## config.mk

```make
export PLATFORM = sky130hd
export DESIGN_NAME = kpc_cmd_decoder
export DESIGN_NICKNAME = d
export VERILOG_FILES = /design/src/rtl/kpc_pkg.sv /design/src/rtl/kpc_cmd_track.sv /design/src/rtl/kpc_param_check.sv /design/src/rtl/kpc_cmd_decoder.sv
export SDC_FILE = /design/constraint.sdc
export NUM_CORES = 1
export LEC_CHECK = 0
export CAP_MARGIN = 20
export CORE_MARGIN = 4
export CORE_UTILIZATION = 50
export DETAILED_ROUTE_END_ITERATION = 8
export PLACE_DENSITY = 0.83
export SYNTH_ARGS = -nofsm -noshare
export SYNTH_HDL_FRONTEND = slang
export SYNTH_SLANG_ARGS = --single-unit
```

## constraint.sdc

```tcl
create_clock -name clk -period 2.92 [get_ports clk]
set_clock_uncertainty 0.05 [all_clocks]
set_input_delay 0.584 -clock clk [delete_from_list [all_inputs] [get_ports clk]]
set_output_delay 0.584 -clock clk [all_outputs]
set_load 0.02 [all_outputs]
```

## src/rtl/kpc_pkg.sv

```systemverilog
// Shared command codes, reset values and error/status bit positions for
// the keypad controller command decoder.
package kpc_pkg;

    typedef enum logic [7:0] {
        OP_ID_RD     = 8'h80,
        OP_CFG_WR    = 8'h81,
        OP_STAT_RD   = 8'h82,
        OP_SOFT_RST  = 8'h83,
        OP_PULL_WR   = 8'h84,
        OP_DIR_WR    = 8'h85,
        OP_STATE_WR  = 8'h86,
        OP_DIR_RD    = 8'h87,
        OP_STATE_RD  = 8'h88,
        OP_FIFO_POP  = 8'h89,
        OP_FIFO_PEEK = 8'h8A,
        OP_ACT_WR    = 8'h8B,
        OP_ERR_RD    = 8'h8C,
        OP_ROT_RD    = 8'h8E,
        OP_DEB_WR    = 8'h8F,
        OP_SIZE_WR   = 8'h90,
        OP_SIZE_RD   = 8'h91,
        OP_CFG_RD    = 8'h92,
        OP_CLK_WR    = 8'h93,
        OP_CLK_RD    = 8'h94
    } kpc_op_e;

    localparam logic [7:0]  RST_CFG     = 8'h80;
    localparam logic [7:0]  RST_STATUS  = 8'h10;
    localparam logic [7:0]  RST_ACTIVE  = 8'd125;
    localparam logic [7:0]  RST_DEBOUNCE = 8'd3;
    localparam logic [7:0]  RST_SIZE    = 8'h33;
    localparam logic [7:0]  RST_CLOCK   = 8'h08;
    localparam logic [7:0]  RESET_KEY   = 8'hAA;
    localparam logic [15:0] ID_WORD     = 16'h0400;

    localparam int ERR_BADPAR = 0;
    localparam int ERR_CMDUNK = 1;
    localparam int ST_ERROR   = 3;
    localparam int ST_NOINIT  = 4;

endpackage

```

## src/rtl/kpc_cmd_track.sv

```systemverilog
// Command and byte-index tracker.
// Latches the first written byte after a start as the command, keeps a
// "live" flag until the register file retires the command, and counts
// bytes (written or read) since the last start, saturating at the top.
// Assumes start_i never coincides with a data byte.
module kpc_cmd_track #(
    parameter int IDX_W = 4
) (
    input  logic             clk,
    input  logic             rst_n,
    input  logic             start_i,
    input  logic             wr_valid_i,
    input  logic [7:0]       wr_data_i,
    input  logic             rd_req_i,
    input  logic             retire_i,
    output logic [7:0]       cmd_o,
    output logic             live_o,
    output logic [IDX_W-1:0] idx_o
);

    localparam logic [IDX_W-1:0] IDX_ZERO = '0;
    localparam logic [IDX_W-1:0] IDX_ONE  = 1;
    localparam logic [IDX_W-1:0] IDX_TOP  = '1;

    logic [7:0]       cmd_q;
    logic             live_q;
    logic [IDX_W-1:0] idx_q;

    // Command latch, live flag and byte counter.
    always_ff @(posedge clk) begin
        if (!rst_n) begin
            cmd_q  <= 8'h00;
            live_q <= 1'b0;
            idx_q  <= IDX_ZERO;
        end else if (start_i) begin
            idx_q <= IDX_ZERO;
        end else begin
            if (wr_valid_i && idx_q == IDX_ZERO) begin
                cmd_q  <= wr_data_i;
                live_q <= 1'b1;
            end else if (retire_i) begin
                live_q <= 1'b0;
            end
            if ((wr_valid_i || rd_req_i) && idx_q != IDX_TOP)
                idx_q <= idx_q + IDX_ONE;
        end
    end

    assign cmd_o  = cmd_q;
    assign live_o = live_q;
    assign idx_o  = idx_q;

    assert_index_restart_R2: assert property (@(posedge clk) disable iff (!rst_n)
        start_i |=> idx_q == IDX_ZERO);

    assert_command_latch_R2: assert property (@(posedge clk) disable iff (!rst_n)
        (!start_i && wr_valid_i && idx_q == IDX_ZERO) |=> (live_q && cmd_q == $past(wr_data_i)));

    assert_retire_drops_live_R9: assert property (@(posedge clk) disable iff (!rst_n)
        (!start_i && retire_i && !(wr_valid_i && idx_q == IDX_ZERO)) |=> !live_q);

endmodule

```

## src/rtl/kpc_param_check.sv

```systemverilog
// Parameter legality checks for the keypad controller.
// Purely combinational; the caller decides which check applies to the
// current command. Keypad bounds are parameters.
module kpc_param_check #(
    parameter int LO_MIN = 3,
    parameter int LO_MAX = 12,
    parameter int HI_MIN = 3,
    parameter int HI_MAX = 8
) (
    input  logic [7:0] val_i,
    output logic       deb_bad_o,
    output logic       size_bad_o,
    output logic       clk_bad_o,
    output logic       key_ok_o
);

    localparam logic [3:0] LO_MIN_V = 4'(LO_MIN);
    localparam logic [3:0] LO_MAX_V = 4'(LO_MAX);
    localparam logic [3:0] HI_MIN_V = 4'(HI_MIN);
    localparam logic [3:0] HI_MAX_V = 4'(HI_MAX);

    // Evaluate each check on the incoming byte.
    always_comb begin
        deb_bad_o  = (val_i == 8'h00);
        size_bad_o = (val_i[3:0] < LO_MIN_V) || (val_i[3:0] > LO_MAX_V) ||
                     (val_i[7:4] < HI_MIN_V) || (val_i[7:4] > HI_MAX_V);
        clk_bad_o  = (val_i[1:0] == 2'b01) || (val_i[1:0] == 2'b10);
        key_ok_o   = (val_i == kpc_pkg::RESET_KEY);
    end

endmodule

```

## src/rtl/kpc_cmd_decoder.sv

```systemverilog
// Keypad controller command decoder and register file.
// Takes bytes from a serial slave front end (start, write byte, read
// request), runs the command set on the register file, flags bad
// parameters and unknown commands, and talks to the key FIFO through
// clear/pop/peek strobes. Reads are combinational while rd_req_i is high.
// Assumes at most one of start_i, wr_valid_i, rd_req_i per cycle.
module kpc_cmd_decoder #(
    parameter int IDX_W = 4
) (
    input  logic             clk,
    input  logic             rst_n,
    input  logic             start_i,
    input  logic             wr_valid_i,
    input  logic [7:0]       wr_data_i,
    input  logic             rd_req_i,
    output logic [7:0]       rd_data_o,
    output logic             irq_n_o,
    output logic             fifo_clear_o,
    output logic             fifo_pop_o,
    output logic             fifo_peek_o,
    output logic [IDX_W-1:0] fifo_idx_o,
    input  logic [7:0]       fifo_data_i,
    output logic [7:0]       cfg_o,
    output logic [7:0]       active_time_o,
    output logic [7:0]       debounce_o,
    output logic [7:0]       key_size_o,
    output logic [7:0]       clock_o,
    output logic [15:0]      gpio_pull_o,
    output logic [15:0]      gpio_dir_o,
    output logic [15:0]      gpio_state_o
);
    import kpc_pkg::*;

    localparam logic [IDX_W-1:0] IDX_ZERO = '0;
    localparam logic [IDX_W-1:0] IDX_ONE  = 1;
    localparam logic [IDX_W-1:0] IDX_TWO  = 2;

    logic [7:0]       cmd;
    logic             live;
    logic [IDX_W-1:0] idx;
    logic             retire;
    logic             deb_bad, size_bad, clk_bad, key_ok;
    logic             wr_param, rd_byte, wr_known, rd_known;
    logic [1:0]       err_set;
    logic [7:0]       cfg_q, act_q, deb_q, size_q, clk_q, status_q, status_d, err_q;
    logic [15:0]      pull_q, dir_q, state_q;

    kpc_cmd_track #(.IDX_W(IDX_W)) u_track (
        .clk(clk), .rst_n(rst_n), .start_i(start_i),
        .wr_valid_i(wr_valid_i), .wr_data_i(wr_data_i), .rd_req_i(rd_req_i),
        .retire_i(retire), .cmd_o(cmd), .live_o(live), .idx_o(idx)
    );

    kpc_param_check u_check (
        .val_i(wr_data_i), .deb_bad_o(deb_bad), .size_bad_o(size_bad),
        .clk_bad_o(clk_bad), .key_ok_o(key_ok)
    );

    // Picks one byte of a 16-bit word by index; beyond byte 1 yields zero.
    function automatic logic [7:0] pick16(input logic [15:0] w, input logic [IDX_W-1:0] i);
        if (i == IDX_ZERO)     return w[7:0];
        else if (i == IDX_ONE) return w[15:8];
        else                   return 8'h00;
    endfunction

    assign wr_param = wr_valid_i && !start_i && idx != IDX_ZERO;
    assign rd_byte  = rd_req_i && !start_i;

    // Classify the live command by direction and decide retirement.
    always_comb begin
        wr_known = 1'b0;
        rd_known = 1'b0;
        retire   = 1'b0;
        case (cmd)
            OP_CFG_WR, OP_SOFT_RST, OP_ACT_WR, OP_DEB_WR, OP_SIZE_WR, OP_CLK_WR: begin
                wr_known = 1'b1;
                retire   = wr_param && live;
            end
            OP_PULL_WR, OP_DIR_WR, OP_STATE_WR: begin
                wr_known = 1'b1;
                retire   = wr_param && live && idx == IDX_TWO;
            end
            OP_ID_RD, OP_STAT_RD, OP_DIR_RD, OP_STATE_RD, OP_FIFO_POP, OP_FIFO_PEEK,
            OP_ERR_RD, OP_ROT_RD, OP_SIZE_RD, OP_CFG_RD, OP_CLK_RD:
                rd_known = 1'b1;
            default: ;
        endcase
    end

    // Error sources for this cycle: bad parameter and unknown command.
    always_comb begin
        err_set = 2'b00;
        if (wr_param && !live)
            err_set[ERR_BADPAR] = 1'b1;
        if (wr_param && live) begin
            if ((cmd == OP_SOFT_RST && !key_ok) || (cmd == OP_DEB_WR && deb_bad) ||
                (cmd == OP_SIZE_WR && size_bad) || (cmd == OP_CLK_WR && clk_bad))
                err_set[ERR_BADPAR] = 1'b1;
            if (!wr_known)
                err_set[ERR_CMDUNK] = 1'b1;
        end
        if (rd_byte && (!live || !rd_known))
            err_set[ERR_CMDUNK] = 1'b1;
    end

    // Next status: read-clear, config clear, soft reset, error flag.
    always_comb begin
        status_d = status_q;
        if (rd_byte && live && cmd == OP_STAT_RD && !status_q[ST_NOINIT])
            status_d = 8'h00;
        if (wr_param && live && cmd == OP_CFG_WR)
            status_d = 8'h00;
        if (wr_param && live && cmd == OP_SOFT_RST && key_ok)
            status_d = RST_STATUS;
        if (err_set != 2'b00)
            status_d[ST_ERROR] = 1'b1;
    end

    // Status and sticky error registers.
    always_ff @(posedge clk) begin
        if (!rst_n) begin
            status_q <= RST_STATUS;
            err_q    <= 8'h00;
        end else begin
            status_q <= status_d;
            err_q    <= err_q | {6'b0, err_set};
        end
    end

    // Configuration and GPIO register file updates from parameter bytes.
    always_ff @(posedge clk) begin
        if (!rst_n) begin
            cfg_q   <= RST_CFG;
            act_q   <= RST_ACTIVE;
            deb_q   <= RST_DEBOUNCE;
            size_q  <= RST_SIZE;
            clk_q   <= RST_CLOCK;
            pull_q  <= 16'h0000;
            dir_q   <= 16'h0000;
            state_q <= 16'h0000;
        end else if (wr_param && live) begin
            case (cmd)
                OP_CFG_WR:  cfg_q  <= wr_data_i;
                OP_ACT_WR:  act_q  <= wr_data_i;
                OP_DEB_WR:  deb_q  <= wr_data_i;
                OP_SIZE_WR: size_q <= wr_data_i;
                OP_CLK_WR:  clk_q  <= wr_data_i;
                OP_SOFT_RST: if (key_ok) begin
                    cfg_q  <= RST_CFG;
                    act_q  <= RST_ACTIVE;
                    deb_q  <= RST_DEBOUNCE;
                    size_q <= RST_SIZE;
                    clk_q  <= RST_CLOCK;
                end
                OP_PULL_WR:  pull_q  <= (idx == IDX_ONE) ? {8'h00, wr_data_i} : (pull_q  | {wr_data_i, 8'h00});
                OP_DIR_WR:   dir_q   <= (idx == IDX_ONE) ? {8'h00, wr_data_i} : (dir_q   | {wr_data_i, 8'h00});
                OP_STATE_WR: state_q <= (idx == IDX_ONE) ? {8'h00, wr_data_i} : (state_q | {wr_data_i, 8'h00});
                default: ;
            endcase
        end
    end

    // Read data multiplexer, with readback shaping per command.
    always_comb begin
        rd_data_o = 8'h00;
        if (rd_byte && live) begin
            case (cmd)
                OP_ID_RD:     rd_data_o = pick16(ID_WORD, idx);
                OP_STAT_RD:   rd_data_o = pick16({8'h00, status_q}, idx);
                OP_DIR_RD:    rd_data_o = pick16(dir_q, idx);
                OP_STATE_RD:  rd_data_o = pick16(state_q, idx);
                OP_FIFO_POP,
                OP_FIFO_PEEK: rd_data_o = fifo_data_i;
                OP_ERR_RD:    rd_data_o = err_q;
                OP_SIZE_RD:   rd_data_o = size_q;
                OP_CFG_RD:    rd_data_o = {4'h0, cfg_q[3:0]};
                OP_CLK_RD:    rd_data_o = {clk_q[7:2], 2'b10};
                default:      rd_data_o = 8'h00;
            endcase
        end
    end

    assign irq_n_o       = (status_q == 8'h00);
    assign fifo_clear_o  = wr_param && live && cmd == OP_CFG_WR;
    assign fifo_pop_o    = rd_byte && live && cmd == OP_FIFO_POP;
    assign fifo_peek_o   = rd_byte && live && cmd == OP_FIFO_PEEK;
    assign fifo_idx_o    = idx;
    assign cfg_o         = cfg_q;
    assign active_time_o = act_q;
    assign debounce_o    = deb_q;
    assign key_size_o    = size_q;
    assign clock_o       = clk_q;
    assign gpio_pull_o   = pull_q;
    assign gpio_dir_o    = dir_q;
    assign gpio_state_o  = state_q;

    assert_cfg_clears_status_R3: assert property (@(posedge clk) disable iff (!rst_n)
        fifo_clear_o |=> (status_q == 8'h00 && irq_n_o));

    assert_soft_reset_R4: assert property (@(posedge clk) disable iff (!rst_n)
        (wr_param && live && cmd == OP_SOFT_RST && wr_data_i == RESET_KEY)
        |=> (cfg_q == RST_CFG && status_q == RST_STATUS && clk_q == RST_CLOCK));

    assert_error_sets_status_R10: assert property (@(posedge clk) disable iff (!rst_n)
        (err_set != 2'b00) |=> status_q[ST_ERROR]);

    assert_noinit_kept_R11: assert property (@(posedge clk) disable iff (!rst_n)
        (status_q[ST_NOINIT] && rd_byte && live && cmd == OP_STAT_RD) |=> status_q[ST_NOINIT]);

    assert_error_sticky_R14: assert property (@(posedge clk) disable iff (!rst_n)
        (err_q & $past(err_q)) == $past(err_q));

endmodule

```

==> results of run 1 <==
## layout make-up
class	instances	area [um2]	area share (%)
clock inverters	5	70.1	0.928
well taps	133	166	2.20
inverters	10	37.5	0.497
repair buffers	230	2070	27.4
clock buffers	11	151	2.00
flip-flops and latches	105	2110	27.9
multi-input cells	434	2950	39.1
## registers in the layout (all words and copies together), names as in the netlist
signal / cells
status_q: 2
gpio_dir_o: 16
u_track.live_o: 1
clock_o: 8
debounce_o: 8
gpio_pull_o: 16
key_size_o: 8
u_track.cmd_o: 8
err_q: 2
u_track.idx_o: 4
active_time_o: 8
gpio_state_o: 16
cfg_o: 8
## worst reg2reg max path: cells and delay by family (launching register included)
| family | cells | cell delay, ns |
|---|---|---|
| flops | 1 | 0.35 |
| buf+inv | 3 | 0.45 |
| simple gates | 5 | 1.27 |
| compound gates | 1 | 0.10 |
| fa+ha+maj | 1 | 0.18 |
## Yosys cell counts (7+ instances only)
master	number	share of area (%)
a21boi_0	17	2.5
a21oi_1	40	4.0
a22oi_1	17	2.5
clkbuf_1	30	2.2
dfxtp_1	105	42
ha_1	7	1.7
inv_1	9	0.67
mux2i_1	41	8.2
nand2_1	55	4.1
nand3_1	12	1.2
nor2_1	65	4.9
nor2b_1	51	6.3
nor3_1	13	1.3
o21ai_0	20	2.0
o22ai_1	7	0.87
## per-stage QoR
step | setup WS [ns] | TNS, ns | utilization [%]
2_1_floorplan | 0.0829 | 0 | -
3_3_place_gp | -0.121 | -0.797 | 72.2
3_5_place_dp | -0.266 | -1.66 | 72.2
4_1_cts | -0.122 | -0.353 | 76.2
5_1_grt | -0.207 | -1.08 | 77.3
6_report | -0.123 | -0.550 | 77.3
## metal layers
layer  track usage, %  wire, um  vias to the layer above
li1                 -         -                     2467
met1             39.2      7280                     2581
met2             54.8      9270                      314
met3             9.01      1970                       73
met4             13.4       793                        0
met5                0         0                        -
## timing repair
item / CTS / global route
pin swaps: 17 / 13
resized for setup: 78 / 24
buffers inserted: 7 / 1
setup endpoints to repair: 11 / 9
cloned: 1 / 0
## power groups by stage
stage	logic (uW)	clock network, uW	registers (uW)
global route	337	1060	1460
detailed placement	293	0	1490
CTS	307	999	1460
global placement	290	0	1490
floorplan	135	0	1490
finish	320	998	1460
## cell families after synthesis
| family | after synthesis | synth area share, % |
|---|---|---|
| AO/OA/AOI/OAI | 138 | 18.3 |
| XOR/XNOR | 3 | 0.522 |
| adder cells (fa/ha/maj) | 7 | 1.74 |
| buffers and inverters | 49 | 3.81 |
| flip-flops | 105 | 41.8 |
| multiplexers | 41 | 8.16 |
| AND/OR/NAND/NOR | 245 | 25.7 |
## worst paths after layout
kind / start / depth (start not counted) / slack [ns] / end
hold reg to reg: active_time_o[1] / 2 / 0.43 / active_time_o[1]
setup / recovery: u_track.cmd_o[6] / 8 / -0.12 / rd_data_o[3]
hold / removal: active_time_o[1] / 2 / 0.43 / active_time_o[1]
setup reg to reg: u_track.idx_o[0] / 10 / 0.39 / active_time_o[5]
==> flow_summary.toml, run 1 <==
[grt]
antenna_found_initial = 0
grt_pass1_wl_mm = 29.4
gr-total-overflow = 0
grt_max_degree = 46
grt_usage_pct = 32.5
grt_pass1_vias = 5543

[clocking]
clk_pin_slew_ns = 0.11
cts_root_buf = "clkbuf_8"
cts_buffers = 9
clk_latency_ns = 0.37
cts_buffer_depth = 2
clock-sinks = 105
ctsHoldBuffers = 0
h-tree-depth = 3
cts_tree = "done"

[final_layout]
layout_commonest_cell = "clkdlybuf4s50_1"
final_cell_mix = "clkdlybuf4s50_1, buf_4, dfxtp_1"
fill_cells = 683
final_cell_area_um2 = 7550
drive_gt1_share_pct = 23.3
fin_nets = 818
diodes = 0
area_growth_pct = 50.1
stdcell_count = 928

[power_and_ir_drop]
p_leak_uw = 0.00301
swShare_pct = 26.3
p_total_uw = 2780
combPwrFrac_pct = 11.5
p_per_area_nw_per_um2 = 368
seq_power_share_pct = 52.5
netSwitchingPower_uw = 731
intPower_uw = 2050
peakVddDrop_v = 0.000309
pwr-share-clk_pct = 35.9

[drt]
wirelength_mm = 19.3
first_pass_iters = 5
ant_nets = 0
drc = 0
vias = 5435
drtIter0Drc = 526
detail_route.wl_per_cell_um = 20.8
vias_per_cell = 5.86

[synthesis]
syn_inst = 588
yosysWarnings = 0
syn_avg_cell_area_um2 = 8.55
synth-edff-count = 0
synth_seq_area_share_pct = 41.8
ys_ff_latch = 105
synth-main-ff-cell = "dfxtp_1"
async_flop_share_pct = 0
synth_cell_type_count = 66
syn_nets = 616
syn_area_um2 = 5030

[placement]
dp.cells = 903
hpwl_mm = 13.7
place_congestion = 1.01
placed_area_um2 = 7060
io_buffers = 124

[run]
cap_violations = 0

[setup_path]
critPathKind = "register to primary output"
cp_slowest_stage_delay_ns = 0.58
critPathRequiredTime_ns = 2.29
cp-end-kind = "primary output"
cpMostUsedCell = "buf_6"
cp.buffers_inverters = 2
critPathArrivalTime_ns = 2.41
crit_chain = "or4b_4 > nor3b_4 > nand3_4 > buf_6 > nor4_4 > a211oi_2 > a21oi_2 > buf_6"
cp_slowest_cell = "or4b_4"
cp_max_fo = 4
path_delay_family = "simple AND/OR/NAND/NOR gates"
critPathLaunchType = "register"

[run_status]
status = "finished with violations"
violations = "negative setup slack"

[timing]
finalCritPeriodShare_pct = 104
setup_ws_ns = -0.123
slew_headroom_pct = 62.8
hold_ws_ns = 0.426
worst_slew_pin_slew_ns = 0.558
report.final.slew_viol_count = 0
fmax_mhz = 329
hold_violations = 0
rsz0062_at_grt = "true"
min_period_ns = 3.04
setup_viol = 8

[die]
die_x_um = 108
initial_core_util_pct = 51.5
core_um2 = 9770
dieArea_um2 = 11700
io_pins = 125
die_y_um = 108
fp-row-count = 36

[worst_hold_path]
worstHoldPathType = "register to register"
No activity file was read; power rests on OpenSTA's default activity.
==> inputs of run 2 (changes only) <==
--- a/config.mk
+++ b/config.mk
@@ -6,7 +6,6 @@
 export NUM_CORES = 1
 export LEC_CHECK = 0
 export CAP_MARGIN = 20
-export CORE_MARGIN = 4
 export CORE_UTILIZATION = 50
 export DETAILED_ROUTE_END_ITERATION = 8
 export PLACE_DENSITY = 0.83
==> flow_summary.toml, run 2 (synthesized netlist as in run 1, its figures left out) <==
[final_layout]
drive_gt1_share_pct = 21.7
stdcell_count = 911
final_util_pct = 75.3
area_growth_pct = 46.4
diodes = 0
final_cell_area_um2 = 7360
final_cell_mix = "clkdlybuf4s50_1, dfxtp_1, buf_4"
layout_commonest_cell = "clkdlybuf4s50_1"
fill_cells = 755
multi_input_area_um2 = 2930
fin_nets = 801
regArea_um2 = 2110

[clocking]
cts_tree = "done"
clock-sinks = 105
cts_buffer_depth = 2
clk_latency_ns = 0.40
clk_pin_slew_ns = 0.11
cts_buffers = 9
ctsHoldBuffers = 0
cts_root_buf = "clkbuf_8"
h-tree-depth = 3

[placement]
post-place-ws_ns = -0.198
hpwl_mm = 12.6
io_buffers = 124
dp.cells = 892
placed_area_um2 = 6970
place_congestion = 0.991

[die]
die_x_um = 102
initial_core_util_pct = 51.5
fp-row-count = 36
core_um2 = 9770
dieArea_um2 = 10500
io_pins = 125
die_y_um = 102

[setup_path]
path_delay_family = "simple AND/OR/NAND/NOR gates"
cp_slowest_cell = "or4b_4"
cp.buffers_inverters = 1
critPathLaunchType = "register"
cp_slowest_stage_delay_ns = 0.55
crit_chain = "or4b_4 > nor3b_2 > nand2_2 > o22ai_2 > a211oi_1 > a21oi_1 > buf_4"
cp-end-kind = "primary output"
critPathKind = "register to primary output"
cp_max_fo = 7
critPathArrivalTime_ns = 2.42
critPathRequiredTime_ns = 2.29

[drt]
vias_per_cell = 5.72
detail_route.wl_per_cell_um = 19.7
drtIter0Drc = 383
first_pass_iters = 5
ant_nets = 0
vias = 5207
wirelength_mm = 17.9
drc = 0

[timing]
fmax_mhz = 328
slew_headroom_pct = 52.8
min_period_ns = 3.05
hold_violations = 0
hold_ws_ns = 0.424
finalCritPeriodShare_pct = 104
setup_ws_ns = -0.131
setup_viol = 7
report.final.slew_viol_count = 0
rsz0062_at_grt = "true"
worst_slew_pin_slew_ns = 0.707

[run_status]
violations = "negative setup slack"
status = "finished with violations"

[grt]
grt_usage_pct = 35.5
gr-total-overflow = 0
antenna_found_initial = 0
grt_max_degree = 42
grt_pass1_vias = 5059
grt_pass1_wl_mm = 27.2

[power_and_ir_drop]
p_per_area_nw_per_um2 = 360
p_leak_uw = 0.00288
peakVddDrop_v = 0.000470

[worst_hold_path]
worstHoldPathType = "register to register"

[run]
cap_violations = 0
[run 2: cell count changes in the layout (fill, tap and decap cells not counted), sizes merged]
cell,delta
clkbuf,-1
bufinv,-1
buf,-17
clkinvlp,+2
[run 2: layout make-up]
cell class,instances,area share (%)
Multi-Input combinational cell,434,39.8
Sequential cell,105,28.6
Timing Repair Buffer,213,26.2
Tap cell,133,2.26
Clock buffer,10,1.73
Clock inverter,6,0.815
Inverter,10,0.510
[run 2: report_power, final]
part | internal (uW) | total [uW] | switching, uW
clock | 328 | 892 | 564
combinational | 131 | 296 | 165
sequential | 1440 | 1460 | 17.4
total | 1900 | 2650 | 746
[run 2: metal layers]
layer	wire length, um	global-route usage (%)	vias to the layer above
met1	7270	44.8	2491
met5	0	0	-
met4	613	13.8	0
met3	1560	9.23	45
li1	-	-	2432
met2	8490	58.0	239
[run 2: worst register-to-register path: cells and delay by family, from the launching register on]
kind	cells	cell delay, ns
AO/OA/AOI/OAI	1	0.10
adder cells (fa/ha/maj)	1	0.21
buffers and inverters	4	0.57
flip-flops	1	0.36
AND/OR/NAND/NOR	5	1.22
[run 2: timing repair]
action,4_1_cts,5_1_grt
resized for setup,75,19
setup endpoints to repair,11,10
pin swaps,11,6
setup buffers,1,2
[run 2: worst paths after layout]
kind                     from               end  slack [ns]  depth (start not counted)
max reg2reg  u_track.idx_o[0]  active_time_o[2]        0.27                         11
min reg2reg  active_time_o[7]  active_time_o[7]        0.42                          2
min          active_time_o[7]  active_time_o[7]        0.42                          2
max          u_track.cmd_o[5]      rd_data_o[2]       -0.13                          7
[run 2: per-stage QoR]
step,power [uW],TNS [ns]
2_1_floorplan,1620,0
3_3_place_gp,1770,-0.852
3_5_place_dp,1770,-1.02
4_1_cts,2650,-0.568
5_1_grt,2730,-1.38
6_report,2650,-0.582
==> inputs of run 3 (changes only) <==
--- a/config.mk
+++ b/config.mk
@@ -8,6 +8,7 @@
 export CAP_MARGIN = 20
 export CORE_UTILIZATION = 50
 export DETAILED_ROUTE_END_ITERATION = 8
+export GPL_TIMING_DRIVEN = 0
 export PLACE_DENSITY = 0.83
 export SYNTH_ARGS = -nofsm -noshare
 export SYNTH_HDL_FRONTEND = slang
==> flow_summary.toml, run 3 (synthesized netlist as in run 1, its figures left out) <==
[power_and_ir_drop]
p_per_area_nw_per_um2 = 373
peakVddDrop_v = 0.000285
p_leak_uw = 0.00262

[setup_path]
critPathRequiredTime_ns = 2.29
cp-end-kind = "primary output"
critPathArrivalTime_ns = 2.52
crit_chain = "or4b_4 > buf_4 > nor3b_4 > nand2_1 > a21oi_1 > a311oi_1 > a21oi_1 > buf_4"
critPathKind = "register to primary output"
cp_max_fo = 3
reg2reg_depth = 10
cp_slowest_cell = "or4b_4"
timing.rr.start = "u_track.idx_o[1]"
cp_slowest_stage_delay_ns = 0.58
rr_endpoint = "gpio_pull_o[14]"
reg2reg_slack_ns = 0.29
critPathLaunchType = "register"

[drt]
vias_per_cell = 5.99
ant_nets = 0
drtIter0Drc = 544
drc = 0
detail_route.wl_per_cell_um = 20.3
wirelength_mm = 17.7
first_pass_iters = 5
vias = 5211

[die]
die_y_um = 102
core_um2 = 9770
fp-row-count = 36
initial_core_util_pct = 51.5
io_pins = 125
die_x_um = 102
dieArea_um2 = 10500

[placement]
place_congestion = 0.967
post-place-ws_ns = -0.834
io_buffers = 123
hpwl_mm = 12.1

[clocking]
clk_pin_slew_ns = 0.11
clock-sinks = 105
h-tree-depth = 3
cts_root_buf = "clkbuf_8"
cts_buffers = 9
cts_buffer_depth = 2
clk_latency_ns = 0.36
ctsHoldBuffers = 0
cts_tree = "done"

[timing]
hold_ws_ns = 0.431
min_period_ns = 3.15
fmax_mhz = 318
hold_violations = 0
finalSetupTns_ns = -1.47
report.final.slew_viol_count = 0
slew_headroom_pct = 42.4
rsz0062_at_grt = "true"
setup_viol = 8
finalCritPeriodShare_pct = 108
worst_slew_pin_slew_ns = 0.864
setup_ws_ns = -0.229

[grt]
grt_usage_pct = 33.3
antenna_found_initial = 0
grt_max_degree = 19
grt_pass1_vias = 4803
grt_pass1_wl_mm = 26.1
gr-total-overflow = 0

[final_layout]
area_growth_pct = 39.8
fin_nets = 760
drive_gt1_share_pct = 14.8
diodes = 0
layout_commonest_cell = "clkdlybuf4s50_1"
final_cell_mix = "clkdlybuf4s50_1, dfxtp_1, nor2_1"

[run]
cap_violations = 0

[run_status]
violations = "negative setup slack"
status = "finished with violations"

[worst_hold_path]
hp-start = "err_q[0]"
worstHoldPathType = "register to register"
hold_depth = 1
holdPathEnd = "err_q[0]"
[run 3: cell type report]
| type | instances | area, um2 |
|---|---|---|
| clock inverter | 6 | 51.3 |
| clock buffer | 10 | 128 |
| tap | 133 | 166 |
| timing repair buffer | 138 | 1370 |
| sequential | 105 | 2110 |
| buffer | 34 | 169 |
| fill | 766 | 2740 |
| inverter | 10 | 37.5 |
| multi-input combinational | 434 | 2990 |
[run 3: what timing repair did]
item                       in CTS  in global routing
resized for setup             107                 16
setup endpoints to repair      11                 21
pin swaps                      18                  9
buffers inserted                9                  6
[run 3: metrics by stage]
stage | instance area [um2] | std cells | util (%) | total power, uW
after floorplan | 5040 | 588 | - | 1620
after global placement | 6430 | 844 | 65.8 | 1720
after detailed placement | 6430 | 844 | 65.8 | 1720
after CTS | 6900 | 864 | 70.5 | 2590
after global routing | 7030 | 870 | 71.9 | 2680
final | 7030 | 870 | 71.9 | 2620
[run 3: worst max-delay path: cells and delay by family, from the launching register on]
family                 cells  cell delay, ns
AOI/OAI and AO/OA          3            0.46
DFF                        1            0.36
and+or+nand+nor            3            0.96
buffers and inverters      2            0.36
[run 3: how the worst max path moves through the flow]
stage	to	startpoint	cells after the start	slack [ns]
finish	rd_data_o[3]	u_track.cmd_o[6]	8	-0.23
global route	rd_data_o[5]	u_track.cmd_o[6]	9	-0.27
CTS	rd_data_o[3]	u_track.cmd_o[6]	7	-0.20
detailed placement	rd_data_o[1]	u_track.idx_o[0]	9	-0.83
global placement	rd_data_o[1]	u_track.idx_o[0]	9	-0.78
floorplan	rd_data_o[1]	u_track.idx_o[0]	8	0.08
[run 3: metal layers]
layer,up-vias,wire length [um],track usage [%]
li1,2364,-,-
met1,2483,7160,44.0
met2,315,8100,52.3
met3,49,1860,7.66
met4,0,535,14.0
met5,-,0,0
[run 3: where the power goes]
part / total, uW / internal, uW / switching (uW) / leakage (uW)
Sequential: 1460 / 1440 / 16.1 / 0.000851
Clock: 888 / 324 / 564 / 0.0000863
Combinational: 275 / 106 / 169 / 0.00168
Total: 2620 / 1870 / 749 / 0.00262
